==> config.mk <==
export PLATFORM = sky130hd
export DESIGN_NAME = seep_top
export DESIGN_NICKNAME = d
export VERILOG_FILES = /design/src/rtl/seep_pkg.sv /design/src/rtl/seep_edge.sv /design/src/rtl/seep_ram.sv /design/src/rtl/seep_timer.sv /design/src/rtl/seep_frame.sv /design/src/rtl/seep_top.sv
export SDC_FILE = /design/constraint.sdc
export NUM_CORES = 1
export LEC_CHECK = 0
export ABC_CLOCK_PERIOD_IN_PS = 13200
export BUFFER_PORTS_ARGS = -buffer_cell sky130_fd_sc_hd__buf_2
export CORE_UTILIZATION = 35
export CTS_CLUSTER_SIZE = 24
export DETAILED_ROUTE_END_ITERATION = 7
export PLACE_DENSITY = 0.5
export SYNTH_ARGS = -nofsm -noshare
export SYNTH_HDL_FRONTEND = slang
export SYNTH_SLANG_ARGS = --single-unit
==> constraint.sdc <==
create_clock -name clk -period 13.2 [get_ports clk]
set_input_delay 1.32 -clock clk [delete_from_list [all_inputs] [get_ports clk]]
set_output_delay 1.32 -clock clk [all_outputs]
set_load 0.005 [all_outputs]
==> src/rtl/seep_pkg.sv <==
package seep_pkg;
  typedef enum logic [2:0] {
    FS_IDLE,
    FS_CMD,
    FS_DATA,
    FS_READ,
    FS_HOLD
  } fsm_t;

  localparam logic [1:0] OP_EXT   = 2'b00;
  localparam logic [1:0] OP_WRITE = 2'b01;
  localparam logic [1:0] OP_READ  = 2'b10;
  localparam logic [1:0] OP_ERASE = 2'b11;

  localparam logic [1:0] EX_LOCK  = 2'b00;
  localparam logic [1:0] EX_FILLW = 2'b01;
  localparam logic [1:0] EX_FILLE = 2'b10;
  localparam logic [1:0] EX_OPEN  = 2'b11;
endpackage

==> src/rtl/seep_edge.sv <==
module seep_edge (
  input  logic clk,
  input  logic rst,
  input  logic csel,
  input  logic sclk,
  output logic rise,
  output logic cfall
);
  logic sclk_q;
  logic csel_q;

  always_ff @(posedge clk) begin
    if (rst) begin
      sclk_q <= 1'b0;
      csel_q <= 1'b0;
    end else begin
      sclk_q <= sclk;
      csel_q <= csel;
    end
  end

  assign rise  = sclk & ~sclk_q;
  assign cfall = csel_q & ~csel;
endmodule

==> src/rtl/seep_ram.sv <==
module seep_ram #(
  parameter int DEPTH = 128,
  parameter int DW    = 8,
  localparam int AW   = $clog2(DEPTH)
) (
  input  logic          clk,
  input  logic          we,
  input  logic [AW-1:0] waddr,
  input  logic [DW-1:0] wdata,
  input  logic [AW-1:0] raddr,
  output logic [DW-1:0] rdata
);
  logic [DW-1:0] mem [DEPTH];

  always_ff @(posedge clk) begin
    if (we) mem[waddr] <= wdata;
    rdata <= mem[raddr];
  end
endmodule

==> src/rtl/seep_timer.sv <==
module seep_timer #(
  parameter int DEPTH    = 128,
  parameter int DW       = 8,
  parameter int BUSY_LEN = 200,
  localparam int AW      = $clog2(DEPTH),
  localparam int TW      = $clog2(BUSY_LEN + 1)
) (
  input  logic          clk,
  input  logic          rst,
  input  logic          start,
  input  logic          bulk,
  input  logic [DW-1:0] data,
  output logic          busy,
  output logic          sw_we,
  output logic [AW-1:0] sw_addr,
  output logic [DW-1:0] sw_data
);
  logic [TW-1:0] left_q;
  logic [AW-1:0] idx_q;
  logic          act_q;
  logic [DW-1:0] dat_q;

  always_ff @(posedge clk) begin
    if (rst) begin
      left_q <= '0;
      idx_q  <= '0;
      act_q  <= 1'b0;
      dat_q  <= '0;
    end else if (start) begin
      left_q <= TW'(BUSY_LEN);
      idx_q  <= '0;
      act_q  <= bulk;
      dat_q  <= data;
    end else begin
      if (left_q != '0) left_q <= left_q - 1'b1;
      if (act_q) begin
        idx_q <= idx_q + 1'b1;
        if (idx_q == AW'(DEPTH - 1)) act_q <= 1'b0;
      end
    end
  end

  assign busy    = (left_q != '0);
  assign sw_we   = act_q;
  assign sw_addr = idx_q;
  assign sw_data = dat_q;
endmodule

==> src/rtl/seep_frame.sv <==
module seep_frame
  import seep_pkg::*;
#(
  parameter int AW  = 7,
  parameter int DW  = 8,
  localparam int FW = AW + 2,
  localparam int CW = $clog2(FW + DW + 1)
) (
  input  logic          clk,
  input  logic          rst,
  input  logic          csel,
  input  logic          rise,
  input  logic          cfall,
  input  logic          sdin,
  input  logic          busy,
  input  logic [DW-1:0] rd_data,
  output logic [AW-1:0] addr,
  output logic          go,
  output logic          go_bulk,
  output logic [DW-1:0] go_data,
  output logic          sdout,
  output logic          wen,
  output logic          idle
);
  fsm_t          st;
  logic [CW-1:0] cnt;
  logic [FW-1:0] sr;
  logic [DW-1:0] dat;
  logic [DW-1:0] rdsr;
  logic          wen_q, stat_q, sdo_q, go_q;
  logic          pend_q, pbulk_q, pfill_q, dbulk_q;

  logic [FW-1:0] sr_nx;
  logic [1:0]    op_nx;
  logic [1:0]    ext_nx;

  assign sr_nx  = {sr[FW-2:0], sdin};
  assign op_nx  = sr_nx[FW-1 -: 2];
  assign ext_nx = sr_nx[AW-1 -: 2];

  always_ff @(posedge clk) begin
    if (rst) begin
      st      <= FS_IDLE;
      cnt     <= '0;
      sr      <= '0;
      dat     <= '0;
      rdsr    <= '0;
      wen_q   <= 1'b0;
      stat_q  <= 1'b0;
      sdo_q   <= 1'b0;
      go_q    <= 1'b0;
      pend_q  <= 1'b0;
      pbulk_q <= 1'b0;
      pfill_q <= 1'b0;
      dbulk_q <= 1'b0;
    end else begin
      go_q <= 1'b0;
      if (!csel) begin
        st     <= FS_IDLE;
        sdo_q  <= 1'b0;
        pend_q <= 1'b0;
        if (cfall && pend_q) begin
          go_q   <= 1'b1;
          stat_q <= 1'b1;
        end
      end else begin
        case (st)
          FS_IDLE: begin
            sdo_q <= stat_q & ~busy;
            if (rise && sdin && !busy) begin
              st     <= FS_CMD;
              cnt    <= '0;
              stat_q <= 1'b0;
              sdo_q  <= 1'b0;
            end
          end
          FS_CMD: begin
            sdo_q <= 1'b0;
            if (rise) begin
              sr  <= sr_nx;
              cnt <= cnt + 1'b1;
              if (cnt == CW'(FW - 1)) begin
                cnt <= '0;
                case (op_nx)
                  OP_READ: st <= FS_READ;
                  OP_WRITE: begin
                    st      <= FS_DATA;
                    dbulk_q <= 1'b0;
                  end
                  OP_ERASE: begin
                    st      <= FS_HOLD;
                    pend_q  <= wen_q;
                    pbulk_q <= 1'b0;
                    pfill_q <= 1'b1;
                  end
                  default: begin
                    st <= FS_HOLD;
                    case (ext_nx)
                      EX_OPEN: wen_q <= 1'b1;
                      EX_LOCK: wen_q <= 1'b0;
                      EX_FILLE: begin
                        pend_q  <= wen_q;
                        pbulk_q <= 1'b1;
                        pfill_q <= 1'b1;
                      end
                      default: begin
                        st      <= FS_DATA;
                        dbulk_q <= 1'b1;
                      end
                    endcase
                  end
                endcase
              end
            end
          end
          FS_DATA: begin
            if (rise) begin
              dat <= {dat[DW-2:0], sdin};
              cnt <= cnt + 1'b1;
              if (cnt == CW'(DW - 1)) begin
                st      <= FS_HOLD;
                pend_q  <= wen_q;
                pbulk_q <= dbulk_q;
                pfill_q <= 1'b0;
              end
            end
          end
          FS_READ: begin
            if (rise) begin
              cnt <= cnt + 1'b1;
              if (cnt == '0) begin
                sdo_q <= rd_data[DW-1];
                rdsr  <= {rd_data[DW-2:0], 1'b0};
              end else if (cnt < CW'(DW)) begin
                sdo_q <= rdsr[DW-1];
                rdsr  <= {rdsr[DW-2:0], 1'b0};
              end else begin
                sdo_q <= 1'b0;
                st    <= FS_HOLD;
              end
            end
          end
          default: sdo_q <= 1'b0;
        endcase
      end
    end
  end

  assign addr    = sr[AW-1:0];
  assign go      = go_q;
  assign go_bulk = pbulk_q;
  assign go_data = pfill_q ? {DW{1'b1}} : dat;
  assign sdout   = sdo_q;
  assign wen     = wen_q;
  assign idle    = (st == FS_IDLE);
endmodule

==> src/rtl/seep_top.sv <==
module seep_top #(
  parameter int DEPTH     = 128,
  parameter int DW        = 8,
  parameter int WR_CYCLES = 200
) (
  input  logic clk,
  input  logic rst,
  input  logic csel,
  input  logic sclk,
  input  logic sdin,
  output logic sdout
);
  localparam int AW       = $clog2(DEPTH);
  localparam int BUSY_LEN = (WR_CYCLES > DEPTH) ? WR_CYCLES : DEPTH;

  logic          rise, cfall;
  logic          go, go_bulk, busy, wen, fsm_idle;
  logic [AW-1:0] addr, sw_addr, waddr;
  logic [DW-1:0] go_data, sw_data, wdata, rd_data;
  logic          sw_we, ram_we;

  seep_edge u_edge (
    .clk(clk), .rst(rst), .csel(csel), .sclk(sclk),
    .rise(rise), .cfall(cfall)
  );

  seep_frame #(.AW(AW), .DW(DW)) u_frame (
    .clk(clk), .rst(rst), .csel(csel), .rise(rise), .cfall(cfall),
    .sdin(sdin), .busy(busy), .rd_data(rd_data), .addr(addr),
    .go(go), .go_bulk(go_bulk), .go_data(go_data), .sdout(sdout),
    .wen(wen), .idle(fsm_idle)
  );

  seep_timer #(.DEPTH(DEPTH), .DW(DW), .BUSY_LEN(BUSY_LEN)) u_timer (
    .clk(clk), .rst(rst), .start(go), .bulk(go_bulk), .data(go_data),
    .busy(busy), .sw_we(sw_we), .sw_addr(sw_addr), .sw_data(sw_data)
  );

  assign ram_we = sw_we | (go & ~go_bulk);
  assign waddr  = sw_we ? sw_addr : addr;
  assign wdata  = sw_we ? sw_data : go_data;

  seep_ram #(.DEPTH(DEPTH), .DW(DW)) u_ram (
    .clk(clk), .we(ram_we), .waddr(waddr), .wdata(wdata),
    .raddr(addr), .rdata(rd_data)
  );
endmodule

==> impl_metrics.env, run 1 <==
export IMPL_tns_ps=0
export IMPL_clkLatencyLatePin_ps=700
export IMPL_cts_setup_buffers=0
export IMPL_synth_ff_type="edfxtp_1"
export IMPL_clockRootBuffer="clkbuf_16"
export IMPL_grt_pass1_wl_um=149000
export IMPL_die_w_um=352
export IMPL_crit_type="reg -> reg"
export IMPL_slew_violations=0
export IMPL_p_leak_nw=14.4
export IMPL_synth_seq_area_share_pct=75.2
export IMPL_vdd_drop_max_v=0.000112
export IMPL_synth_common_cells="edfxtp_1 (1024), mux4_2 (336), nor2_1 (214)"
export IMPL_area_growth_pct=12.8
export IMPL_vias=20100
export IMPL_place_congestion=0.780
export IMPL_startpoint="u_frame.sr[2]"
export IMPL_wl_um=102000
export IMPL_synth_area_um2=42800
export IMPL_tightest_slew_ps=1270
export IMPL_hold_buffers=0
export IMPL_cp_cell_sequence="buf_4 -> buf_4 -> buf_4 -> mux4_2 -> mux4_2 -> mux4_2 -> nand2_1 -> nand2_1"
export IMPL_port_buffers=5
export IMPL_cp_depth=8
export IMPL_setup_viol=0
export IMPL_r2r_start="u_frame.sr[2]"
export IMPL_rows=127
export IMPL_vias_per_cell=5.30
export IMPL_worstSetupEndpointType="register"
export IMPL_postSynthCellCount=2032
export IMPL_syn_area_per_cell_um2=21.1
export IMPL_timing_final_crit_share_pct=37.9
export IMPL_die_y_um=352
export IMPL_cp_slowest_cell="buf_4"
export IMPL_cts_num_sinks=1097
export IMPL_finalPower_mw=6.89
export IMPL_cts_tree="built"
export IMPL_r2r_cells=8
export IMPL_cts_buffers=112
export IMPL_fmax_mhz=200
export IMPL_drv_cap=0
export IMPL_first_global_vias=20600
export IMPL_core_um2=121000
export IMPL_reg2reg_slack_ps=8200
export IMPL_remaining_drc_errors=0
export IMPL_drive_above_1_share_pct=25.4
export IMPL_cp_top_family="buffers and inverters"
export IMPL_grt_overflow_total=0
export IMPL_die_area_um2=124000
export IMPL_wire_per_inst_um=26.9
export IMPL_yosysWarningCount=0
export IMPL_syn_nets=2049
export IMPL_cts_buffer_depth=3
export IMPL_cp_max_fo=64
export IMPL_async_flop_share_pct=0
export IMPL_cp_endpoint="u_ram.rdata[3]"
export IMPL_cp_start_kind="register"
export IMPL_cts_max_level=3
export IMPL_ant_nets=0
export IMPL_clock_skew_ps=32.5
export IMPL_antenna_found_initial=7
export IMPL_relSlewSlack_pct=14.9
export IMPL_rsz0062_at_grt="no"
export IMPL_post_cts_resized=0
export IMPL_synth_edf_count=1024
export IMPL_hold_path_class="reg -> reg"
export IMPL_io_pins=6
export IMPL_cellPowerDensity_nw_per_um2=142
export IMPL_yosysMostFrequentCell="edfxtp_1"
export IMPL_place_hpwl_um=60400
export IMPL_diodes=0
export IMPL_synth_area_leaders="edfxtp_1 (72%), mux4_2 (18%), dfxtp_1 (3.4%), nor2_1 (1.9%), nand2_1 (0.59%)"
export IMPL_layout_nets=2099
export IMPL_drtIter0Drc=1816
export IMPL_status="completed"
export IMPL_cp_required_ps=13790
export IMPL_dr_pass1_iters=7
export IMPL_grt_max_degree=112
export IMPL_fin_crit_ps=5000
export IMPL_path_clk_slew_ps=60
export IMPL_synth_top_cell_area_share_pct=71.8
export IMPL_max_stage_delay_ps=830
export IMPL_reg2reg_to="u_ram.rdata[3]"
export IMPL_cp_arrival_ps=5580
export IMPL_synth_cell_type_count=60
export IMPL_grtUsageTotal_pct=16.7
export IMPL_synth_seq_cells=1097
export IMPL_final_hold_viol_count=0
export IMPL_crit_buf_inv=3
export IMPL_yosys_area_top_type="edfxtp_1"
export IMPL_start_util_pct=35.5
==> flip-flops by register name, summed over array words and instances (netlist names) <==
signal	flops
u_frame.st	3
u_frame.go_bulk	1
u_frame.go	1
u_edge.sclk_q	1
u_timer.sw_data	8
u_frame.pfill_q	1
u_frame.dbulk_q	1
u_ram.mem	1024
u_timer.sw_we	1
u_frame.wen	1
u_frame.sdout	1
u_frame.stat_q	1
u_timer.left_q	8
u_frame.rdsr	7
u_ram.rdata	8
u_frame.cnt	5
u_timer.sw_addr	7
u_frame.sr	8
u_frame.dat	8
u_frame.pend_q	1
u_edge.csel_q	1
==> through the flow <==
stage                     cells  hold WS [ps]  util [%]  instance area [um^2]  setup slack (ps)
after global routing       3783           497      40.1                 48300              7980
after detailed placement   3580           462      37.2                 44800              8050
after global placement     3580           467      37.2                 44800              8090
final                      3783           471      40.1                 48300              8200
after floorplan            2032           448         -                 42800              7610
after CTS                  3783           472      40.1                 48300              8040
==> how the worst min path moves through the flow <==
stage / startpoint / endpoint / slack [ps] / cells after the start
after floorplan: u_frame.go_bulk / u_frame.go_bulk / 450 / 2
after global placement: u_frame.rdsr[4] / u_frame.rdsr[4] / 470 / 2
after detailed placement: u_edge.csel_q / u_frame.go / 460 / 1
after CTS: u_edge.csel_q / u_frame.go / 470 / 1
after global routing: u_timer.sw_data[5] / u_timer.sw_data[5] / 500 / 2
final: u_edge.csel_q / u_frame.go / 470 / 1
==> worst register-to-register path, stage by stage (launching register included) <==
cell     delay [ps]
dfxtp_4         680
buf_4           820
buf_4           870
buf_4           820
mux4_2          440
mux4_2          570
mux4_2          500
nand2_1         130
nand2_1          60
==> where the power goes <==
group,switching [mW],total (mW),internal (mW)
clock,1.30,3.04,1.73
combinational,0.0497,0.0884,0.0387
sequential,0.00947,3.76,3.75
total,1.36,6.89,5.52
==> cells by family (layout without fill, tap and decap cells) <==
group           Yosys count  count (layout)  synth area share, %
mux                     358             358                 18.2
buf+inv                 128             267                 1.30
flops                  1097            1097                 75.2
xor+xnor                 11              11                0.225
simple gates            334             334                 3.30
fa+ha+maj                12              12                0.351
compound gates           92              92                 1.44
==> layer usage <==
layer	wire length, um	part of all wire (%)	GRT usage (%)	up-vias
met2	48400	47	26.5	583
met4	2000	2.0	4.58	2
met5	13	0.013	0	-
li1	-	-	-	8506
met3	6170	6.1	2.93	122
met1	45300	44	23.8	10800
==> layout make-up <==
type	instances	area, um^2
sequential	1097	32200
clock buffer	137	2980
fill	10600	72300
inverter	19	73.8
timing repair buffer	45	338
tap	1612	2020
clock inverter	66	517
multi-input combinational	807	10200
==> placed cells by master, fill, tap and decap left out, types with 5 or more instances in the layout <==
master,instances
edfxtp_1,1024
mux4_2,336
nor2_1,214
clkbuf_16,116
dfxtp_1,70
nand2_1,63
buf_4,39
clkinv_1,32
mux2i_1,22
a21oi_1,22
clkbuf_1,21
inv_1,17
clkinv_2,16
o21ai_0,12
a211oi_1,12
ha_1,12
a21oi_4,8
xor2_1,8
nand3_1,7
nor3_1,7
bufinv_16,7
nand2b_1,6
nand4_1,6
clkinvlp_4,6
o32ai_1,5
buf_2,5
(Power assumes the default switching activity.)
==> inputs of run 2 (changes only) <==
ABC_CLOCK_PERIOD_IN_PS = 4360   (was 13200)
PLACE_DENSITY = 0.52   (was 0.5)
clock period = 4.36 ns   (was 13.2 ns; I/O delays follow)
==> impl_metrics.env, run 2 (synthesis results as in run 1) <==
export IMPL_clockRootBuffer="clkbuf_16"
export IMPL_cts_num_sinks=1097
export IMPL_holdPathStages=3
export IMPL_wire_per_inst_um=26.1
export IMPL_drv_cap=0
export IMPL_drtIter0Drc=1863
export IMPL_largest_register_ffs=1024
export IMPL_place_hpwl_um=62400
export IMPL_p_leak_nw=15.1
export IMPL_crit_type="reg -> reg"
export IMPL_hold_buffers=3
export IMPL_fill_cells=10500
export IMPL_relSlewSlack_pct=26.3
export IMPL_die_w_um=352
export IMPL_clkLatencyLatePin_ps=700
export IMPL_wl_um=101000
export IMPL_cp_arrival_ps=4230
export IMPL_setup_viol=0
export IMPL_rsz0062_at_grt="no"
export IMPL_finalPower_mw=21.3
export IMPL_path_clk_slew_ps=60
export IMPL_hold_ws_ps=324
export IMPL_post_cts_resized=0
export IMPL_layout_nets=2187
export IMPL_grt_pass1_wl_um=149000
export IMPL_rows=127
export IMPL_place_congestion=0.771
export IMPL_clock_skew_ps=34.9
export IMPL_min_to="u_timer.sw_we"
export IMPL_dp_cells=3667
export IMPL_largest_register="u_ram.mem"
export IMPL_io_pins=6
export IMPL_cp_start_kind="register"
export IMPL_cellPowerDensity_nw_per_um2=431
export IMPL_cts_setup_buffers=0
export IMPL_vias_per_cell=5.27
export IMPL_drive_above_1_share_pct=28.5
export IMPL_layout_commonest_cell="edfxtp_1"
export IMPL_tightest_slew_ps=1100
export IMPL_vdd_drop_max_v=0.000276
export IMPL_cts_buffers=110
export IMPL_cp_max_fo=38
export IMPL_cts_tree="built"
export IMPL_dr_pass1_iters=6
export IMPL_fmax_mhz=273
export IMPL_start_util_pct=35.5
export IMPL_fin_cells=3874
export IMPL_timing_final_ws_setup_ps=699
export IMPL_remaining_drc_errors=0
export IMPL_first_global_vias=21100
export IMPL_layout_common_cells="edfxtp_1 (1024), mux4_2 (336), nor2_1 (214)"
export IMPL_port_buffers=5
export IMPL_core_um2=121000
export IMPL_worstSetupEndpointType="register"
export IMPL_place_ws_ps=613
export IMPL_timing_final_crit_share_pct=84.0
export IMPL_reg2reg_slack_ps=700
export IMPL_reg2reg_to="u_ram.rdata[2]"
export IMPL_grt_max_degree=129
export IMPL_grtUsageTotal_pct=16.7
export IMPL_die_y_um=352
export IMPL_final_hold_viol_count=0
export IMPL_min_from="rst"
export IMPL_fin_crit_ps=3660
export IMPL_cts_buffer_depth=3
export IMPL_cp_required_ps=4930
export IMPL_ant_nets=0
export IMPL_r2r_start="u_frame.sr[0]"
export IMPL_slew_violations=0
export IMPL_hold_path_class="in -> reg"
export IMPL_die_area_um2=124000
export IMPL_area_growth_pct=15.4
export IMPL_vias=20400
export IMPL_diodes=0
export IMPL_r2r_cells=7
export IMPL_cts_max_level=3
export IMPL_grt_overflow_total=0
export IMPL_antenna_found_initial=6
export IMPL_status="completed"
## run 2: through the flow
stage	utilization, %	cell area, um^2	setup TNS (ps)
global placement	37.9	45700	0
global route	41.0	49400	0
CTS	41.0	49400	0
floorplan	-	42800	-1103200
detailed placement	37.9	45700	0
finish	41.0	49400	0
## run 2: per-layer routing
layer / wire length [um] / track usage, % / vias to the layer above
met5: 0 / 0 / -
li1: - / - / 8691
met1: 42500 / 22.5 / 11000
met2: 50300 / 27.6 / 590
met3: 6120 / 3.14 / 128
met4: 2170 / 4.78 / 0
## run 2: worst max-delay path by stage
stage | start | to | slack [ps]
2_1_floorplan | u_timer.sw_we | u_ram.mem[0][6] | -1230
3_3_place_gp | u_frame.sr[0] | u_ram.rdata[2] | 630
3_5_place_dp | u_frame.sr[0] | u_ram.rdata[2] | 610
4_1_cts | u_frame.sr[0] | u_ram.rdata[2] | 620
5_1_grt | u_frame.sr[0] | u_ram.rdata[2] | 510
6_report | u_frame.sr[0] | u_ram.rdata[2] | 700
## run 2: power by group
group	total, mW	internal [mW]	switching [mW]	leakage (nW)
clock network	9.66	5.72	3.94	1.81
registers	11.4	11.4	0.0315	9.87
logic	0.278	0.123	0.155	3.40
## run 2: critical path: stages (launching register included)
cell     delay, ps
dfxtp_4        980
buf_12         330
buf_12         240
mux4_2         530
mux4_2         540
mux4_2         490
nand2_1        220
nand2_1        100
## run 2: layout make-up
type | instances | area (um^2) | area share, %
Sequential cell | 1097 | 32200 | 65.2
Multi-Input combinational cell | 807 | 10200 | 20.6
Clock buffer | 137 | 2940 | 5.94
Tap cell | 1612 | 2020 | 4.08
Timing Repair Buffer | 135 | 1210 | 2.45
Clock inverter | 67 | 779 | 1.58
Inverter | 19 | 73.8 | 0.149
==> inputs of run 3 (changes only) <==
ABC_CLOCK_PERIOD_IN_PS = 3500   (was 4360)
PLACE_DENSITY = 0.5   (was 0.52)
clock period = 3.5 ns   (was 4.36 ns; I/O delays follow)
==> impl_metrics.env, run 3 (synthesis results as in run 1) <==
export IMPL_drv_cap=0
export IMPL_seq_area_um2=32200
export IMPL_p_sw_share_pct=19.8
export IMPL_fin_crit_ps=3060
export IMPL_layout_common_cells="edfxtp_1 (1024), mux4_2 (336), nor2_1 (214)"
export IMPL_fmax_mhz=327
export IMPL_setup_viol=0
export IMPL_wire_per_inst_um=26.1
export IMPL_stdcell_area_um2=50100
export IMPL_place_ws_ps=378
export IMPL_r2r_cells=6
export IMPL_p_clk_share_pct=45.8
export IMPL_antenna_found_initial=5
export IMPL_multiInputGateArea_um2=10200
export IMPL_hold_ws_ps=176
export IMPL_clockRootBuffer="clkbuf_16"
export IMPL_cp_cell_sequence="buf_4 -> mux4_2 -> mux4_2 -> mux4_2 -> nand2_1 -> nand2_1"
export IMPL_clkLatencyLatePin_ps=710
export IMPL_startpoint="u_frame.sr[2]"
export IMPL_port_buffers=5
export IMPL_final_util_pct=41.6
export IMPL_drtIter0Drc=1919
export IMPL_ant_nets=0
export IMPL_p_leak_nw=15.5
export IMPL_path_common_cell="mux4_2"
export IMPL_p_int_mw=21.5
export IMPL_cts_tree="built"
export IMPL_worstSetupEndpointType="register"
export IMPL_slew_violations=0
export IMPL_remaining_drc_errors=0
export IMPL_layout_commonest_cell="edfxtp_1"
export IMPL_tightest_slew_ps=984
export IMPL_dpl_instance_area_um2=46300
export IMPL_cts_buffers=114
export IMPL_place_hpwl_um=63500
export IMPL_die_w_um=352
export IMPL_area_growth_pct=17.1
export IMPL_grt_pass1_wl_um=151000
export IMPL_status="completed"
export IMPL_drive_above_1_share_pct=31.5
export IMPL_place_congestion=0.774
export IMPL_finalPower_mw=26.8
export IMPL_max_stage_delay_ps=830
export IMPL_cts_buffer_depth=3
export IMPL_dr_pass1_iters=6
export IMPL_crit_type="reg -> reg"
export IMPL_wl_um=103000
export IMPL_grt_max_degree=129
export IMPL_layout_nets=2266
export IMPL_die_area_um2=124000
export IMPL_hold_path_class="in -> reg"
export IMPL_reg2reg_to="u_ram.rdata[6]"
export IMPL_rows=127
export IMPL_pwr_share_seq_pct=52.9
export IMPL_die_y_um=352
export IMPL_cp_required_ps=4100
export IMPL_first_global_vias=21500
export IMPL_relSlewSlack_pct=34.4
export IMPL_cts_num_sinks=1097
export IMPL_post_cts_resized=0
export IMPL_cp_depth=6
export IMPL_fill_cells=10500
export IMPL_io_pins=6
export IMPL_clock_skew_ps=31.2
export IMPL_cp_arrival_ps=3660
export IMPL_largest_register_ffs=1024
export IMPL_r2r_start="u_frame.sr[2]"
export IMPL_vdd_drop_max_v=0.000415
export IMPL_switching_power_mw=5.32
export IMPL_cp_endpoint="u_ram.rdata[6]"
export IMPL_hold_buffers=3
export IMPL_core_um2=121000
export IMPL_cp_slowest_cell="dfxtp_4"
export IMPL_reg2reg_slack_ps=440
export IMPL_vias=20600
export IMPL_cp_start_kind="register"
export IMPL_timing_final_ws_setup_ps=438
export IMPL_grt_overflow_total=0
export IMPL_final_hold_viol_count=0
export IMPL_cellPowerDensity_nw_per_um2=535
export IMPL_crit_buf_inv=1
export IMPL_largest_register="u_ram.mem"
export IMPL_cp_top_family="multiplexers"
export IMPL_cts_max_level=3
export IMPL_pwr_share_comb_pct=1.3
export IMPL_diodes=0
export IMPL_path_clk_slew_ps=60
export IMPL_cts_setup_buffers=0
export IMPL_cp_max_fo=37
export IMPL_grtUsageTotal_pct=17.0
export IMPL_vias_per_cell=5.21
export IMPL_start_util_pct=35.5
export IMPL_timing_final_crit_share_pct=87.5
export IMPL_rsz0062_at_grt="no"
run 3: cell types whose count changed in the layout (fill, tap and decap cells not counted), sizes merged:
cell,delta
buf,+75
bufinv,-2
clkinv,-5
clkinvlp,+11
inv,+4
run 3: stage by stage:
stage	cells	TNS (ps)
floorplan	2032	-397600
global placement	3742	0
detailed placement	3742	0
CTS	3957	0
global route	3957	0
finish	3957	0
run 3: routing by layer:
layer,up-vias,GRT usage [%],part of all wire [%],wire length (um)
met3,143,2.64,4.9,5090
met4,2,4.90,2.3,2370
met5,-,0,0.013,13
li1,8853,-,-,-
met1,11100,23.6,44,45200
met2,510,27.6,49,50400
run 3: area by class of cell:
class	count	share of cell area [%]
inverter	19	0.147
tap	1612	4.02
clock buffer	137	6.05
clock inverter	75	1.55
sequential	1097	64.3
multi-input combinational	807	20.3
timing repair buffer	210	3.71
run 3: worst register-to-register path, delay by kind of cell, from the launching register on:
family / cells / cell delay (ps)
AND/OR/NAND/NOR: 2 / 220
flip-flops: 1 / 830
buffers and inverters: 1 / 440
multiplexers: 3 / 1460
run 3: power groups by stage:
stage               registers (mW)  clock network (mW)  logic, mW
detailed placement            14.5                   0      0.349
floorplan                     14.4                   0      0.270
global route                  14.2                13.1      0.393
global placement              14.5                   0      0.336
finish                        14.2                12.3      0.354
CTS                           14.2                12.6      0.353
run 3: worst min path at each step:
stage / from / end / slack, ps / cells past startpoint
floorplan: csel / u_frame.go / 430 / 1
global placement: u_frame.rdsr[6] / u_frame.rdsr[6] / 470 / 2
detailed placement: u_timer.sw_data[6] / u_timer.sw_data[6] / 480 / 2
CTS: rst / u_frame.stat_q / 140 / 4
global route: rst / u_frame.stat_q / 200 / 4
finish: rst / u_frame.stat_q / 180 / 4
